### config.mk
export PLATFORM = sky130hd
export DESIGN_NAME = irq_vec_ctrl
export DESIGN_NICKNAME = d
export VERILOG_FILES = /design/src/rtl/irq_vec_pkg.sv /design/src/rtl/irq_pin_edge.sv /design/src/rtl/irq_prio_enc.sv /design/src/rtl/irq_vec_ctrl.sv
export SDC_FILE = /design/constraint.sdc
export NUM_CORES = 1
export LEC_CHECK = 0
export BUFFER_PORTS_ARGS = -buffer_cell sky130_fd_sc_hd__clkbuf_2
export CORE_UTILIZATION = 49
export CTS_BUF_LIST = sky130_fd_sc_hd__clkbuf_8 sky130_fd_sc_hd__clkbuf_16
export DETAILED_ROUTE_END_ITERATION = 10
export PLACE_DENSITY = 0.82
export SLEW_MARGIN = 40
export SYNTH_ARGS = -nofsm -noshare
export SYNTH_HDL_FRONTEND = slang
export SYNTH_HIERARCHICAL = 1
export SYNTH_SLANG_ARGS = --single-unit
### constraint.sdc
create_clock -name clk_i -period 3.75 [get_ports clk_i]
set_clock_uncertainty 0.2 [all_clocks]
set_input_delay 0.1875 -clock clk_i [delete_from_list [all_inputs] [get_ports clk_i]]
set_output_delay 0.1875 -clock clk_i [all_outputs]
set_load 0.05 [all_outputs]
### src/rtl/irq_vec_pkg.sv
package irq_vec_pkg;
  localparam int unsigned NUM_SRC = 4;
  localparam int unsigned VEC_W   = 12;
  localparam int unsigned OPT_W   = 8;

  // option byte fields
  localparam int unsigned OPT_GLB_EN   = 0;
  localparam int unsigned OPT_SYNC_EN  = 1;
  localparam int unsigned OPT_PWR_EN   = 2;
  localparam int unsigned OPT_PWR_RISE = 3;
  localparam int unsigned OPT_SYNC_RISE = 5;
  localparam int unsigned OPT_T2_EN    = 6;

  // source slots, index = priority (0 highest)
  localparam int unsigned SRC_T2   = 0;
  localparam int unsigned SRC_SYNC = 1;
  localparam int unsigned SRC_T1   = 2;
  localparam int unsigned SRC_PWR  = 3;

  localparam logic [VEC_W-1:0] VEC_T2   = 12'hFF6;
  localparam logic [VEC_W-1:0] VEC_SYNC = 12'hFF4;
  localparam logic [VEC_W-1:0] VEC_T1   = 12'hFF2;
  localparam logic [VEC_W-1:0] VEC_PWR  = 12'hFF0;
endpackage

### src/rtl/irq_pin_edge.sv
module irq_pin_edge #(
  parameter int unsigned STAGES = 2
) (
  input  logic clk_i,
  input  logic rst_ni,
  input  logic pin_i,
  input  logic rise_sel_i,
  output logic edge_o
);
  logic [STAGES-1:0] sync_q;
  logic              prev_q;
  logic              lvl;

  assign lvl = sync_q[STAGES-1];

  always_ff @(posedge clk_i or negedge rst_ni) begin
    if (!rst_ni) begin
      sync_q <= '0;
      prev_q <= 1'b0;
    end else begin
      sync_q <= {sync_q[STAGES-2:0], pin_i};
      prev_q <= lvl;
    end
  end

  assign edge_o = rise_sel_i ? (lvl & ~prev_q) : (~lvl & prev_q);

  // one pin transition yields a single-cycle event
  p_edge_single_r6: assert property (@(posedge clk_i) disable iff (!rst_ni)
    edge_o && $stable(rise_sel_i) |=> !edge_o || !$stable(rise_sel_i));
endmodule

### src/rtl/irq_prio_enc.sv
module irq_prio_enc #(
  parameter int unsigned N  = 4,
  parameter int unsigned VW = 12
) (
  input  logic [N-1:0]         req_i,
  input  logic [N-1:0][VW-1:0] vec_tab_i,
  output logic [N-1:0]         grant_o,
  output logic                 any_o,
  output logic [VW-1:0]        vec_o
);
  for (genvar g = 0; g < N; g++) begin : g_slot
    localparam logic [N-1:0] LO_MASK = N'((1 << g) - 1);
    assign grant_o[g] = req_i[g] && ((req_i & LO_MASK) == '0);
  end

  assign any_o = |req_i;

  always_comb begin
    vec_o = '0;
    for (int i = 0; i < N; i++) begin
      if (grant_o[i]) vec_o = vec_o | vec_tab_i[i];
    end
  end
endmodule

### src/rtl/irq_vec_ctrl.sv
module irq_vec_ctrl
  import irq_vec_pkg::*;
#(
  parameter int unsigned ADDR_W      = 8,
  parameter logic [ADDR_W-1:0] OPT_ADDR = 8'hC8,
  parameter int unsigned SYNC_STAGES = 2
) (
  input  logic              clk_i,
  input  logic              rst_ni,
  input  logic              opt_we_i,
  input  logic [ADDR_W-1:0] opt_addr_i,
  input  logic [OPT_W-1:0]  opt_wdata_i,
  output logic [OPT_W-1:0]  opt_o,
  input  logic              pwr_clr_i,
  input  logic              tmr2_flag_i,
  input  logic              tmr2_mask_i,
  input  logic              tmr1_flag_i,
  input  logic              tmr1_mask_i,
  input  logic              vsync_i,
  input  logic              pwr_pin_i,
  input  logic              ack_i,
  output logic              irq_o,
  output logic [VEC_W-1:0]  vec_o
);
  logic [OPT_W-1:0]              opt_q;
  logic                          opt_hit;
  logic                          sync_edge, pwr_edge;
  logic                          sync_flag_q, pwr_lat_q;
  logic [NUM_SRC-1:0]            req, grant;
  logic [NUM_SRC-1:0][VEC_W-1:0] vec_tab;
  logic                          any_req;
  logic [VEC_W-1:0]              vec_sel;
  logic                          sync_retire;

  assign opt_hit = opt_we_i && (opt_addr_i == OPT_ADDR);

  always_ff @(posedge clk_i or negedge rst_ni) begin
    if (!rst_ni) opt_q <= '0;
    else if (opt_hit) opt_q <= opt_wdata_i;
  end
  assign opt_o = opt_q;

  irq_pin_edge #(.STAGES(SYNC_STAGES)) u_sync_edge (
    .clk_i      (clk_i),
    .rst_ni     (rst_ni),
    .pin_i      (vsync_i),
    .rise_sel_i (opt_q[OPT_SYNC_RISE]),
    .edge_o     (sync_edge)
  );

  irq_pin_edge #(.STAGES(SYNC_STAGES)) u_pwr_edge (
    .clk_i      (clk_i),
    .rst_ni     (rst_ni),
    .pin_i      (pwr_pin_i),
    .rise_sel_i (opt_q[OPT_PWR_RISE]),
    .edge_o     (pwr_edge)
  );

  // edge flag: set beats retire so a coincident event is not lost
  assign sync_retire = ack_i && irq_o && grant[SRC_SYNC];

  always_ff @(posedge clk_i or negedge rst_ni) begin
    if (!rst_ni) sync_flag_q <= 1'b0;
    else if (sync_edge && opt_q[OPT_SYNC_EN]) sync_flag_q <= 1'b1;
    else if (sync_retire) sync_flag_q <= 1'b0;
  end

  always_ff @(posedge clk_i or negedge rst_ni) begin
    if (!rst_ni) pwr_lat_q <= 1'b0;
    else if (pwr_edge && opt_q[OPT_PWR_EN]) pwr_lat_q <= 1'b1;
    else if (pwr_clr_i) pwr_lat_q <= 1'b0;
  end

  assign req[SRC_T2]   = tmr2_flag_i && tmr2_mask_i && opt_q[OPT_T2_EN];
  assign req[SRC_SYNC] = sync_flag_q && opt_q[OPT_SYNC_EN];
  assign req[SRC_T1]   = tmr1_flag_i && tmr1_mask_i;
  assign req[SRC_PWR]  = pwr_lat_q && opt_q[OPT_PWR_EN];

  assign vec_tab = {VEC_PWR, VEC_T1, VEC_SYNC, VEC_T2};

  irq_prio_enc #(.N(NUM_SRC), .VW(VEC_W)) u_prio (
    .req_i     (req),
    .vec_tab_i (vec_tab),
    .grant_o   (grant),
    .any_o     (any_req),
    .vec_o     (vec_sel)
  );

  assign irq_o = opt_q[OPT_GLB_EN] && any_req;
  assign vec_o = irq_o ? vec_sel : '0;

  p_opt_hold_r2: assert property (@(posedge clk_i) disable iff (!rst_ni)
    !opt_hit |=> $stable(opt_o));

  p_t2_first_r9: assert property (@(posedge clk_i) disable iff (!rst_ni)
    irq_o && tmr2_flag_i && tmr2_mask_i && opt_o[OPT_T2_EN] |-> vec_o == VEC_T2);

  p_sync_keep_r6: assert property (@(posedge clk_i) disable iff (!rst_ni)
    sync_flag_q && !(ack_i && irq_o && vec_o == VEC_SYNC) |=> sync_flag_q);

  p_pwr_keep_r7: assert property (@(posedge clk_i) disable iff (!rst_ni)
    pwr_lat_q && !pwr_clr_i |=> pwr_lat_q);

  p_gen_gate_r8: assert property (@(posedge clk_i) disable iff (!rst_ni)
    !opt_o[OPT_GLB_EN] |-> !irq_o && vec_o == '0);
endmodule

==> out/results.ini, run 1 <==
[power_and_ir_drop]
seq_power_share_pct=47.3
power.leakage_nw=0.892
p_sw_w=0.000116
p_int_w=0.000291
p_per_area_mw_per_mm2=247
swShare_pct=28.4
pwr-share-clk_pct=30.6
finalPower_w=0.000407
vdd_drop_max_v=0.000338
combPwrFrac_pct=22.1

[finish]
drive_gt1_share_pct=30.1
final_cell_count_no_fill=243
nets=245
num-fill-cells=133
diodes=0
final_area_mm2=0.00165
synthToLayoutAreaGrowth_pct=48.1

[die]
rows=16
pin_count=48
die_area_mm2=0.00247
dieWidth_um=49.7
die_y_um=49.7
coreArea_mm2=0.00204
start_util_pct=54.6

[global_route]
globalRoute.totalOverflow=0
grt_pass1_vias=1190
grt_pass1_wl_um=5330
grt_max_degree=28
antenna_found_initial=0
grt_usage_pct=28.6

[placed_design]
hpwl_um=2000
port_buffers=47
placed_area_mm2=0.00150
dp.cells=229
place_congestion=0.752

[drt]
wl_um=3280
num_vias=1183
drc=0
avgViaCountPerCell=4.87
detail-route-antenna-nets=0
dr.pass1.iters=4
wl_per_cell_um=13.5
drtIter0Drc=28

[setup_path]
end_kind=output port
cp.required_ns=3.36
critical_path_class=reg2out
cp_max_fo=16
startpoint_type=flop
cp_data_arrival_time_ns=2.35

[yosys]
synth_warnings=6
syn_avg_cell_area_um2=9.45
syn_area_mm2=0.00111
syn_inst=118

[clock_network]
cts_resized=0
cts.path.max_buffers=2
clock_latency_ns=0.24
numClockSinks=16
htree_levels=1
numCtsBuffers=3
cts-root-buf=clkbuf_8
cts_tree=built
clk_pin_slew_ns=0.06

[worst_hold_path]
hold_path.class=in2reg

[timing]
fin_crit_ns=2.74
timing.fmax_ghz=0.365
finalSetupViolations=0
post-route-period-util_pct=73.0
worst_slew_pin_slew_ns=0.628
tns_ns=0
slew_headroom_pct=58.1
grt_setup_unrepaired=false
hold_ws_ns=0.0103
hold_viol_final=0
drv_slew=0

[flow_run]
cap_violations=0

[outcome]
run_status=finished, final reports clean

-- timing repair --
| item | in CTS | in global routing |
|---|---|---|
| setup buffers | 0 | 0 |
| hold endpoints to repair | 26 | 0 |
| hold buffers | 11 | 0 |
| setup endpoints to repair | 0 | 0 |
-- sequential cells by signal, indices dropped and copies added (netlist names) --
register	flops
pwr_lat_q	1
u_pwr_edge/sync_q	2
u_pwr_edge/prev_q	1
u_sync_edge/sync_q	2
opt_o	8
u_sync_edge/prev_q	1
sync_flag_q	1
-- placed cells by master, fill, tap and decap left out --
cell type,count
nand3_1,1
a221oi_1,12
o21ai_2,2
and3_1,12
conb_1,48
nand3b_1,2
inv_1,1
nor2b_1,13
nand2_1,13
or4_1,1
and4bb_1,1
and3_2,1
nand4_4,1
dlygate4sd3_1,11
nor3_4,1
nor2b_2,1
nor4b_4,1
dfrtp_1,16
o21ai_1,2
a22o_1,1
clkbuf_8,3
mux2_2,8
nand2b_1,2
clkbuf_2,47
and2_1,4
o21ai_0,11
-- final timing paths --
kind                                            startpoint                               to  slack [ns]  cells past startpoint
min in group asynchronous                           rst_ni   u_pwr_edge/sync_q[0]$_DFF_PN0_        0.19                      2
hold / removal                              opt_wdata_i[6]             opt_o[6]$_DFFE_PN0P_        0.01                      2
hold reg to reg            u_sync_edge/sync_q[0]$_DFF_PN0_  u_sync_edge/sync_q[1]$_DFF_PN0_        0.15                      0
max in group asynchronous                           rst_ni             opt_o[2]$_DFFE_PN0P_        2.88                      2
setup reg to reg                      opt_o[1]$_DFFE_PN0P_          sync_flag_q$_DFFE_PN0P_        1.45                      5
setup / recovery                      opt_o[1]$_DFFE_PN0P_                         vec_o[8]        1.01                      6
-- power by group through the flow --
stage,sequential [W],clock (W),combinational [W]
after floorplan,0.000206,0,0.0000381
after global placement,0.000193,0,0.0000747
after detailed placement,0.000195,0,0.0000776
after CTS,0.000192,0.000125,0.0000870
after global routing,0.000194,0.000134,0.0000982
final,0.000193,0.000124,0.0000900
-- cell type report --
cell class / count / area (µm²) / share of cell area [%]
well taps: 27 / 33.8 / 2.05
multi-input cells: 138 / 827 / 50.1
inverters: 1 / 3.75 / 0.227
repair buffers: 58 / 345 / 20.9
flip-flops and latches: 16 / 400 / 24.2
clock buffers: 3 / 41.3 / 2.50
-- routing by layer --
metal  share of wire [%]  routed length [µm]  global-route usage (%)  up-vias
li1                    -                   -                       -      579
met1                  38                1250                    29.4      547
met2                  54                1770                    55.6       45
met3                 4.7                 155                    5.56       12
met4                 3.0                  97                    11.0        0
met5                   0                   0                       0        -
-- worst max-delay path, stage by stage, from the launching register on --
cell	delay, ns
dfrtp_1	0.41
and2_1	0.56
nor2b_2	0.25
a221oi_1	0.34
o21ai_0	0.13
and3_1	0.19
clkbuf_2	0.23
-- per-stage QoR --
step | setup slack, ns | util (%)
floorplan | 1.39 | -
global placement | 1.35 | 73.4
detailed placement | 1.23 | 73.4
CTS | 0.959 | 80.8
global route | 0.823 | 80.9
finish | 1.01 | 80.9
Power figures use the tool's default switching activity.
==> inputs of run 2 (changes only) <==
Settings changed: CORE_UTILIZATION 49 to 42, PLACE_DENSITY 0.82 to 0.75.
Clock period 3.75 ns to 2.5 ns, I/O delays scaled along.
==> out/results.ini, run 2 (synthesized netlist as in run 1, its figures left out) <==
[die]
coreArea_mm2=0.00250
die_area_mm2=0.00286
dieWidth_um=53.5
start_util_pct=44.6
rows=18
pin_count=48
die_y_um=53.5

[timing]
post-route-period-util_pct=92.8
drv_slew=0
tns_ns=0
grt_setup_unrepaired=false
fin_crit_ns=2.32
timing.fmax_ghz=0.431
hold_viol_final=0
finalSetupViolations=0

[setup_path]
critical_path_class=reg2out
rrSetupSlack_ns=0.54
cp_data_arrival_time_ns=2.00
cp.required_ns=2.17
cp_max_fo=12
critPathLaunch=opt_o[1]$_DFFE_PN0P_
end_kind=output port
startpoint_type=flop
worst_r2r_endpoint=sync_flag_q$_DFFE_PN0P_
r2r_cells=5
reg2reg_from=opt_o[1]$_DFFE_PN0P_
endpoint=vec_o[6]

[global_route]
globalRoute.totalOverflow=0
grt_max_degree=20
grt_usage_pct=22.5
grt_pass1_vias=1055
antenna_found_initial=0
grt_pass1_wl_um=4610

[drt]
drtIter0Drc=10
num_vias=1169
wl_um=2810
detail-route-antenna-nets=0
dr.pass1.iters=4
wl_per_cell_um=11.1
avgViaCountPerCell=4.62
drc=0

[flow_run]
cap_violations=0

[clock_network]
numClockSinks=16
cts_tree=built
cts-root-buf=clkbuf_8
clk_pin_slew_ns=0.06
clock_latency_ns=0.25
cts.path.max_buffers=2
numCtsBuffers=3
htree_levels=1

[finish]
final_common_cell=conb_1
nets=251
drive_gt1_share_pct=32.3
largest_register_ffs=8
most-common-layout-cells=conb_1, clkbuf_2, dfrtp_1
final_cell_count_no_fill=253
synthToLayoutAreaGrowth_pct=55.1
num-fill-cells=196
diodes=0

[worst_hold_path]
hold_depth=3
hold_path.class=in2reg

[outcome]
run_status=finished, final reports clean

[power_and_ir_drop]
p_per_area_mw_per_mm2=375
vdd_drop_max_v=0.000399
power.leakage_nw=0.932

[placed_design]
hpwl_um=1960
place_congestion=0.722
port_buffers=47
dp.cells=236

## run 2: per-layer routing
metal | routed length (µm) | vias up | GRT usage [%]
met4 | 24 | 0 | 5.26
met3 | 112 | 4 | 4.89
met5 | 0 | - | 0
met2 | 1500 | 27 | 40.2
met1 | 1170 | 545 | 27.3
li1 | - | 593 | -
## run 2: how the worst min path moves through the flow
stage | endpoint | from | slack, ns
floorplan | opt_o[0]$_DFFE_PN0P_ | rst_ni | -0.37
global placement | opt_o[5]$_DFFE_PN0P_ | rst_ni | -0.15
detailed placement | opt_o[5]$_DFFE_PN0P_ | rst_ni | -0.14
CTS | opt_o[0]$_DFFE_PN0P_ | opt_addr_i[6] | 0.09
global route | opt_o[6]$_DFFE_PN0P_ | opt_addr_i[6] | 0.1
finish | opt_o[0]$_DFFE_PN0P_ | opt_addr_i[6] | 0.10
## run 2: worst max-delay path, stage by stage, from the launching register on
cell and delay [ns]:
dfrtp_1 0.41, and2_2 0.27, nor2b_4 0.31, a221oi_1 0.12
o21ai_0 0.18, and3_1 0.18, clkbuf_2 0.27
## run 2: report_power, final
part	internal (W)	switching (W)	leakage, nW
Combinational	0.0000604	0.0000768	0.697
Sequential	0.000275	0.0000123	0.207
Clock	0.000140	0.0000850	0.0288
## run 2: layout make-up
type | instances | area (µm²) | share of cell area, %
well taps | 30 | 37.5 | 2.17
flip-flops and latches | 16 | 400 | 23.2
repair buffers | 64 | 395 | 22.9
clock buffers | 4 | 55.1 | 3.18
multi-input cells | 138 | 837 | 48.4
inverters | 1 | 3.75 | 0.217
## run 2: metrics by stage
stage	hold slack (ns)	instance area (µm²)	power, W	utilization [%]	setup slack [ns]
2_1_floorplan	-0.371	1290	0.000366	-	0.167
3_3_place_gp	-0.149	1530	0.000403	61.3	0.368
3_5_place_dp	-0.137	1530	0.000408	61.3	0.219
4_1_cts	0.0859	1720	0.000650	68.9	0.0200
5_1_grt	0.0974	1730	0.000688	69.2	0.0119
6_report	0.100	1730	0.000649	69.2	0.179
## run 2: timing repair
action                                  CTS  global route
setup buffers                             0             0
endpoints found under the setup margin    2            13
endpoints found under the hold margin    28             0
hold buffers                             13             0
resized for setup                         1             3
pin swaps                                 0             0
